**src/rtl/mc_pkg.sv**
```systemverilog
package mc_pkg;

  typedef enum logic [1:0] {
    MODE_PASS  = 2'd0,
    MODE_EDGE  = 2'd1,
    MODE_LATCH = 2'd2,
    MODE_PASS2 = 2'd3
  } mc_mode_e;

  // Next value of the storage element, before the forcing terms apply.
  function automatic logic store_next(input mc_mode_e mode,
                                      input logic     ttype,
                                      input logic     capture,
                                      input logic     cur,
                                      input logic     din,
                                      input logic     rise,
                                      input logic     lvl);
    logic nxt;
    nxt = cur;
    case (mode)
      MODE_EDGE:  if (rise) nxt = (ttype && !capture) ? (cur ^ din) : din;
      MODE_LATCH: if (!lvl) nxt = din;
      default:    nxt = cur;
    endcase
    return nxt;
  endfunction

  // Forcing terms: the zero term outranks the one term.
  function automatic logic apply_force(input logic nxt, input logic f0, input logic f1);
    logic r;
    r = nxt;
    if (f1) r = 1'b1;
    if (f0) r = 1'b0;
    return r;
  endfunction

  function automatic logic polarity(input logic val, input logic inv);
    return val ^ inv;
  endfunction

  function automatic logic is_pass(input mc_mode_e mode);
    return (mode == MODE_PASS) || (mode == MODE_PASS2);
  endfunction

endpackage

```
**src/rtl/mc_gate_sense.sv**
```systemverilog
module mc_gate_sense (
  input  logic clk,
  input  logic rst_n,
  input  logic gate_in,
  output logic gate_lvl,
  output logic gate_rise
);
  logic prev_q;

  always_ff @(posedge clk or negedge rst_n) begin
    if (!rst_n) prev_q <= 1'b0;
    else        prev_q <= gate_in;
  end

  assign gate_lvl  = gate_in;
  assign gate_rise = gate_in & ~prev_q;
endmodule

```
**src/rtl/mc_store.sv**
```systemverilog
module mc_store
  import mc_pkg::*;
(
  input  logic     clk,
  input  logic     rst_n,
  input  mc_mode_e mode,
  input  logic     ttype,
  input  logic     capture,
  input  logic     din,
  input  logic     rise,
  input  logic     lvl,
  input  logic     force0,
  input  logic     force1,
  output logic     st_q
);
  logic nxt;

  always_comb begin
    nxt = store_next(mode, ttype, capture, st_q, din, rise, lvl);
    nxt = apply_force(nxt, force0, force1);
  end

  always_ff @(posedge clk or negedge rst_n) begin
    if (!rst_n) st_q <= 1'b0;
    else        st_q <= nxt;
  end
endmodule

```
**src/rtl/mc_io_cell.sv**
```systemverilog
module mc_io_cell
  import mc_pkg::*;
#(
  parameter int NUM_OE_TERMS = 2,
  localparam int OESEL_W = $clog2(NUM_OE_TERMS + 2)
) (
  input  logic                    cell_val,
  input  logic                    invert,
  input  logic [OESEL_W-1:0]      oe_sel,
  input  logic [NUM_OE_TERMS-1:0] oe_term,
  input  logic                    pad_in,
  output logic                    pad_out,
  output logic                    pad_oe,
  output logic                    fb_pin
);
  logic en;

  always_comb begin
    en = 1'b0;
    if (oe_sel == OESEL_W'(1)) en = 1'b1;
    for (int k = 0; k < NUM_OE_TERMS; k++) begin
      if (oe_sel == OESEL_W'(k + 2)) en = oe_term[k];
    end
  end

  assign pad_out = polarity(cell_val, invert);
  assign pad_oe  = en;
  assign fb_pin  = en ? pad_out : pad_in;
endmodule

```
**src/rtl/mc_macrocell.sv**
```systemverilog
module mc_macrocell
  import mc_pkg::*;
#(
  parameter int NUM_GATES    = 2,
  parameter int NUM_OE_TERMS = 2,
  localparam int GSEL_W  = (NUM_GATES > 1) ? $clog2(NUM_GATES) : 1,
  localparam int OESEL_W = $clog2(NUM_OE_TERMS + 2)
) (
  input  logic                    clk,
  input  logic                    rst_n,
  input  logic                    sum_in,
  input  logic                    pad_in,
  input  logic [NUM_GATES-1:0]    gate_in,
  input  logic                    ar_term,
  input  logic                    ap_term,
  input  logic [NUM_OE_TERMS-1:0] oe_term,
  input  logic [1:0]              cfg_mode,
  input  logic                    cfg_ttype,
  input  logic                    cfg_invert,
  input  logic                    cfg_capture,
  input  logic [GSEL_W-1:0]       cfg_gsel,
  input  logic [OESEL_W-1:0]      cfg_oe,
  output logic                    fb_core,
  output logic                    pad_out,
  output logic                    pad_oe,
  output logic                    fb_pin
);
  mc_mode_e             mode_e;
  logic [NUM_GATES-1:0] gate_lvl;
  logic [NUM_GATES-1:0] gate_rise;
  logic                 sel_lvl;
  logic                 sel_rise;
  logic                 data_src;
  logic                 st_q;

  assign mode_e = mc_mode_e'(cfg_mode);

  for (genvar g = 0; g < NUM_GATES; g++) begin : g_sense
    mc_gate_sense u_sense (
      .clk      (clk),
      .rst_n    (rst_n),
      .gate_in  (gate_in[g]),
      .gate_lvl (gate_lvl[g]),
      .gate_rise(gate_rise[g])
    );
  end

  assign sel_lvl  = gate_lvl[cfg_gsel];
  assign sel_rise = gate_rise[cfg_gsel];
  assign data_src = cfg_capture ? pad_in : sum_in;

  mc_store u_store (
    .clk    (clk),
    .rst_n  (rst_n),
    .mode   (mode_e),
    .ttype  (cfg_ttype),
    .capture(cfg_capture),
    .din    (data_src),
    .rise   (sel_rise),
    .lvl    (sel_lvl),
    .force0 (ar_term),
    .force1 (ap_term),
    .st_q   (st_q)
  );

  assign fb_core = is_pass(mode_e) ? data_src : st_q;

  mc_io_cell #(.NUM_OE_TERMS(NUM_OE_TERMS)) u_io (
    .cell_val(fb_core),
    .invert  (cfg_invert),
    .oe_sel  (cfg_oe),
    .oe_term (oe_term),
    .pad_in  (pad_in),
    .pad_out (pad_out),
    .pad_oe  (pad_oe),
    .fb_pin  (fb_pin)
  );
endmodule

```
**config.mk**
```make
export PLATFORM = sky130hd
export DESIGN_NAME = mc_macrocell
export DESIGN_NICKNAME = d
export VERILOG_FILES = /design/src/rtl/mc_pkg.sv /design/src/rtl/mc_gate_sense.sv /design/src/rtl/mc_store.sv /design/src/rtl/mc_io_cell.sv /design/src/rtl/mc_macrocell.sv
export SDC_FILE = /design/constraint.sdc
export NUM_CORES = 1
export LEC_CHECK = 0
export BUFFER_PORTS_ARGS = -buffer_cell sky130_fd_sc_hd__buf_2
export CAP_MARGIN = 10
export CORE_AREA = 2 2 39 41
export CTS_BUF_LIST = sky130_fd_sc_hd__clkbuf_2 sky130_fd_sc_hd__clkbuf_4 sky130_fd_sc_hd__clkbuf_8
export CTS_CLUSTER_SIZE = 10
export DETAILED_ROUTE_END_ITERATION = 10
export DIE_AREA = 0 0 41 43
export GPL_ROUTABILITY_DRIVEN = 1
export PLACE_DENSITY = 0.47
export SYNTH_ARGS = -nofsm -noshare
export SYNTH_HDL_FRONTEND = slang
export SYNTH_SLANG_ARGS = --single-unit
```
**constraint.sdc**
```tcl
create_clock -name clk -period 1.6 [get_ports clk]
set_input_delay 0 -clock clk [delete_from_list [all_inputs] [get_ports clk]]
set_output_delay 0 -clock clk [all_outputs]
set_load 0.005 [all_outputs]
```
==> results of run 1 <==
## synthesized netlist by cell type
cell type,number
ha_1,2
nand3b_1,2
a32oi_1,1
a21oi_1,3
a41o_1,1
xor2_2,1
or3b_1,1
mux2_4,1
a21oi_2,1
inv_1,4
dfrtp_1,3
and2b_2,1
mux2i_1,2
a31oi_1,1
nor2_1,3
nand2_1,1
mux2_2,1
## layer usage
| layer | track usage | vias up | wire length, µm |
|---|---|---|---|
| met5 | 0 | - | 0 |
| met4 | 0.0800 | 0 | 0 |
| met3 | 0.0366 | 0 | 74 |
| met2 | 0.141 | 16 | 312 |
| li1 | - | 158 | - |
| met1 | 0.0548 | 126 | 258 |
## metrics by stage
step	hold slack, ns	cells	power [µW]	util	setup WS, ns
CTS	0.00424	73	343	0.332	0.232
detailed placement	-0.201	66	183	0.288	0.259
finish	0.00537	73	333	0.332	0.247
floorplan	-0.296	29	135	-	0.361
global placement	-0.198	66	182	0.288	0.328
global route	0.00889	73	365	0.332	0.169
## placed cells by master, fill, tap and decap left out, drive strengths merged, types with 2 or more instances in the layout
cell type and n:
mux2i 2, nand3b 2, dlygate4sd3 3, buf 21, inv 4, clkbuf 4, nor2 3, dfrtp 3
mux2 2, ha 2, a21oi 4
## logic make-up (layout without fill, tap and decap cells)
logic type      after synthesis  count (layout)  share of synthesized area
mux                           4               4                      0.169
flops                         3               3                      0.274
compound gates                7               7                      0.178
buf+inv                       4              32                     0.0548
simple gates                  8               8                      0.173
xor+xnor                      1               1                     0.0594
fa+ha+maj                     2               2                     0.0913
## critical path: cells and delay by family
kind                   cells  cell delay (ns)
AO/OA/AOI/OAI              3             0.50
buffers and inverters      2             0.63
AND/OR/NAND/NOR            1             0.34
## path summary, 6_finish.rpt
kind	start	to	slack (ns)
hold reg to reg	u_store.st_q$_DFFE_PN0P_	u_store.st_q$_DFFE_PN0P_	0.59
max in group asynchronous	rst_n	u_store.st_q$_DFFE_PN0P_	1.40
min in group asynchronous	rst_n	g_sense[0].u_sense.prev_q$_DFF_PN0_	0.09
hold / removal	ar_term	u_store.st_q$_DFFE_PN0P_	0.005
setup / recovery	gate_in[0]	u_store.st_q$_DFFE_PN0P_	0.25
setup reg to reg	g_sense[0].u_sense.prev_q$_DFF_PN0_	u_store.st_q$_DFFE_PN0P_	0.28
## registers in the layout, summed over array words and instances, names as in the netlist
register,count
g_sense.u_sense.prev_q,2
u_store.st_q,1
## power by group through the flow
| stage | sequential (µW) | clock (µW) | combinational (µW) |
|---|---|---|---|
| global placement | 84.8 | 0 | 97.5 |
| global route | 84.4 | 166 | 115 |
| CTS | 83.9 | 155 | 104 |
| detailed placement | 84.8 | 0 | 98.2 |
| floorplan | 84.1 | 0 | 50.6 |
| finish | 83.8 | 148 | 102 |
## cell type report
cell class / instances / share of cell area
multi-input combinational: 22 / 0.401
timing repair buffer: 24 / 0.294
sequential: 3 / 0.163
clock buffer: 4 / 0.0654
tap: 16 / 0.0436
inverter: 4 / 0.0327
## what timing repair did
action | 4_1_cts | 5_1_grt
hold buffers | 3 | 0
gates resized for setup | 0 | 0
hold endpoints to repair | 5 | 0
setup endpoints to repair | 0 | 0
==> flow_metrics.env, run 1 <==
export IMPL_cp_arrival_ns=1.47
export IMPL_core_um2=1380
export IMPL_grt_max_degree=5
export IMPL_netlist_area_um2=274
export IMPL_pin_count=22
export IMPL_fin_crit_ns=1.35
export IMPL_postSynthCellCount=29
export IMPL_first_iter_violations=1
export IMPL_crit_chain="dlygate4sd3_1, buf_2, or3b_1, a32oi_1, a41o_1, a21oi_1"
export IMPL_p_per_area_nw_per_um2=725
export IMPL_diodes=0
export IMPL_drv_cap=0
export IMPL_grt_antenna_before_repair=0
export IMPL_tightest_slew_ns=0.250
export IMPL_ys_seq_area_frac=0.274
export IMPL_hp_class="in2reg"
export IMPL_wl_per_cell_um=8.82
export IMPL_switchingPower_uw=83.8
export IMPL_max_stage_delay_ns=0.52
export IMPL_ys_top_cells_by_area="dfrtp_1, ha_1, mux2i_1"
export IMPL_grt_use_total=0.0814
export IMPL_fmax_mhz=739
export IMPL_ant_nets=0
export IMPL_placed_cell_area_um2=399
export IMPL_avgViaCountPerCell=4.11
export IMPL_worstHoldPathCells=3
export IMPL_insertion_delay_ns=0.23
export IMPL_first_pass_iters=2
export IMPL_die_h_um=43
export IMPL_slew_headroom=0.832
export IMPL_pwr_share_comb=0.305
export IMPL_ys_types=17
export IMPL_report_final_slew_viol_count=0
export IMPL_final_area_um2=459
export IMPL_initial_core_util=0.198
export IMPL_fill_cells=146
export IMPL_slowest_stage="dlygate4sd3_1"
export IMPL_reg2regPathDepth=4
export IMPL_gp_congestion=0.592
export IMPL_p_seq_frac=0.251
export IMPL_cts_setup_buffers=0
export IMPL_remaining_drc_errors=0
export IMPL_nets=78
export IMPL_area_growth_pct=67.6
export IMPL_drive_gt1_frac=0.526
export IMPL_syn_avg_cell_area_um2=9.45
export IMPL_worst_ir_drop_vdd_uv=329
export IMPL_p_int_uw=249
export IMPL_crit_required_ns=1.71
export IMPL_tns_ns=0
export IMPL_worstSetupPathType="in2reg"
export IMPL_multi_input_area_um2=184
export IMPL_synth_top_cell_area_share=0.274
export IMPL_cp_end_kind="register"
export IMPL_rows=14
export IMPL_worstPathMaxFanout=3
export IMPL_fin_skew_ns=0.000904
export IMPL_rsz0062_at_grt="false"
export IMPL_vias=300
export IMPL_cts_buffers=3
export IMPL_swShare=0.252
export IMPL_tritoncts="built"
export IMPL_clk_path_buf_depth=2
export IMPL_clkPwrFrac=0.443
export IMPL_ys_ff_latch=3
export IMPL_setup_viol=0
export IMPL_port_buffers=21
export IMPL_dieWidth_um=41
export IMPL_grt_pass1_wl_um=931
export IMPL_ys_warn_count=0
export IMPL_postRouteWirelength_um=644
export IMPL_leakage_uw=0.000254
export IMPL_clkSinkCount=3
export IMPL_run_status="finished clean"
export IMPL_dp_hpwl_um=555
export IMPL_register_area_um2=75.1
export IMPL_first_global_vias=287
export IMPL_cts_root_buf="clkbuf_4"
export IMPL_dieArea_um2=1760
export IMPL_hold_violations=0
export IMPL_synth_top_area_cell="dfrtp_1"
export IMPL_clk_pin_slew_ns=0.03
export IMPL_period_share=0.846
export IMPL_gr_total_overflow=0
export IMPL_syn_num_nets=49
export IMPL_htreeDepth=1
export IMPL_start_kind="input pin"
Power figures use the tool's default switching activity.
==> run 2, diff against run 1 <==
==> constraint.sdc (replaced) <==
create_clock -name clk -period 1.4 [get_ports clk]
set_input_delay 0 -clock clk [delete_from_list [all_inputs] [get_ports clk]]
set_output_delay 0 -clock clk [all_outputs]
set_load 0.005 [all_outputs]
==> run 2 against run 1 <==
Combinational power up 21%; wire length increased by 5.0%; largest cell class unchanged; total power rose by 16%; non-clock buffer count is the same; clock skew is essentially flat.
==> flow_metrics.env, run 2 (synthesis gave the netlist of run 1 again) <==
export IMPL_hp_class="in2reg"
export IMPL_htreeDepth=1
export IMPL_worstHoldPathCells=3
export IMPL_grt_antenna_before_repair=0
export IMPL_cp_arrival_ns=1.47
export IMPL_die_h_um=43
export IMPL_setup_viol=0
export IMPL_cts_root_buf="clkbuf_4"
export IMPL_setup_ws_ns=0.0437
export IMPL_fmax_mhz=737
export IMPL_dieArea_um2=1760
export IMPL_layout_commonest_cell="buf_2"
export IMPL_grt_use_total=0.0794
export IMPL_crit_chain="dlygate4sd3_1, buf_2, or3b_1, a32oi_1, a41o_1, a21oi_1"
export IMPL_first_pass_iters=1
export IMPL_diodes=0
export IMPL_dieWidth_um=41
export IMPL_hp_start="ar_term"
export IMPL_rows=14
export IMPL_clkSinkCount=3
export IMPL_tightest_slew_ns=0.250
export IMPL_nets=78
export IMPL_worst_ir_drop_vdd_uv=322
export IMPL_critical_path_top_delay_family="buffers and inverters"
export IMPL_layout_common_cells="buf_2, inv_1, clkbuf_4"
export IMPL_core_um2=1380
export IMPL_area_growth_pct=69.9
export IMPL_first_global_vias=288
export IMPL_vias=317
export IMPL_fin_crit_ns=1.36
export IMPL_slew_headroom=0.832
export IMPL_r2r_slack_ns=0.08
export IMPL_fin_skew_ns=0.000464
export IMPL_start_kind="input pin"
export IMPL_run_status="finished clean"
export IMPL_period_share=0.969
export IMPL_worstPathMaxFanout=3
export IMPL_max_stage_delay_ns=0.52
export IMPL_reg2regPathDepth=4
export IMPL_gp_congestion=0.595
export IMPL_clk_path_buf_depth=2
export IMPL_fill_cells=157
export IMPL_p_per_area_nw_per_um2=833
export IMPL_largest_reg_flops=2
export IMPL_grt_pass1_wl_um=938
export IMPL_clk_pin_slew_ns=0.03
export IMPL_tritoncts="built"
export IMPL_drive_gt1_frac=0.526
export IMPL_use_met1=0.0548
export IMPL_worstSetupPathType="in2reg"
export IMPL_report_final_slew_viol_count=0
export IMPL_crit_required_ns=1.51
export IMPL_regMostFlops="g_sense.u_sense.prev_q"
export IMPL_met2_usage=0.153
export IMPL_cp_num_buf_inv=2
export IMPL_pin_count=22
export IMPL_avgViaCountPerCell=4.34
export IMPL_cp_end_kind="register"
export IMPL_tns_ns=0
export IMPL_top_usage_layer="met2"
export IMPL_drv_cap=0
export IMPL_whs_endpoint="u_store.st_q$_DFFE_PN0P_"
export IMPL_remaining_drc_errors=0
export IMPL_r2r_start="g_sense[0].u_sense.prev_q$_DFF_PN0_"
export IMPL_reg2reg_to="u_store.st_q$_DFFE_PN0P_"
export IMPL_cts_buffers=3
export IMPL_initial_core_util=0.198
export IMPL_grt_max_degree=5
export IMPL_slowest_stage="dlygate4sd3_1"
export IMPL_largestRegisters="g_sense.u_sense.prev_q (2), u_store.st_q (1)"
export IMPL_place_ws_ns=0.0758
export IMPL_hold_violations=0
export IMPL_grtUsageMet3=0.0209
export IMPL_gr_total_overflow=0
export IMPL_ant_nets=0
export IMPL_wl_per_cell_um=9.26
export IMPL_port_buffers=21
export IMPL_leakage_uw=0.000256
export IMPL_insertion_delay_ns=0.23
export IMPL_first_iter_violations=0
export IMPL_postRouteWirelength_um=676
run 2: timing repair:
action                                 in CTS  in global routing
setup endpoints to repair                   0                  1
hold buffers                                3                  0
endpoints found under the hold margin       5                  0
setup buffers                               0                  0
resized for setup                           0                  1
run 2: metal layers:
layer  vias to the layer above  wire [µm]
met5                         -          0
met4                         0          0
met3                         0         67
met1                       142        245
met2                        16        363
li1                        159          -
run 2: where the power goes:
part / internal [µW] / total (µW) / switching [µW]
Combinational: 71.7 / 123 / 51.6
Clock: 126 / 168 / 42.2
Sequential: 93.0 / 96.1 / 3.10
Total: 291 / 388 / 96.9
run 2: worst max-delay path by stage:
stage	slack, ns	end	start	depth (start not counted)
after floorplan	0.16	u_store.st_q$_DFFE_PN0P_	g_sense[0].u_sense.prev_q$_DFF_PN0_	4
after global placement	0.13	u_store.st_q$_DFFE_PN0P_	g_sense[0].u_sense.prev_q$_DFF_PN0_	4
after detailed placement	0.08	u_store.st_q$_DFFE_PN0P_	g_sense[0].u_sense.prev_q$_DFF_PN0_	4
after CTS	0.03	fb_pin	u_store.st_q$_DFFE_PN0P_	5
after global routing	-0.001	fb_pin	u_store.st_q$_DFFE_PN0P_	5
final	0.04	u_store.st_q$_DFFE_PN0P_	gate_in[0]	6
run 2: metrics by stage:
stage               area [µm²]  hold WS (ns)   util  power [µW]  instances
floorplan                  274        -0.296      -         154         29
global placement           399        -0.199  0.288         208         66
detailed placement         399        -0.200  0.288         209         66
CTS                        459       0.00718  0.332         391         73
global route               465        0.0275  0.336         423         73
finish                     465        0.0191  0.336         388         73
run 2: worst register-to-register path, stage by stage (launching register included):
cell and delay (ns):
dfrtp_1 0.35, or3b_1 0.37, a32oi_1 0.25, a41o_1 0.20
a21oi_1 0.04
run 2: final cells by class:
cell class	count	area, µm²	area share
inverters	4	15.0	0.0323
clock buffers	4	30.0	0.0645
flip-flops and latches	3	75.1	0.161
multi-input cells	22	184	0.395
well taps	16	20.0	0.0430
repair buffers	24	141	0.304
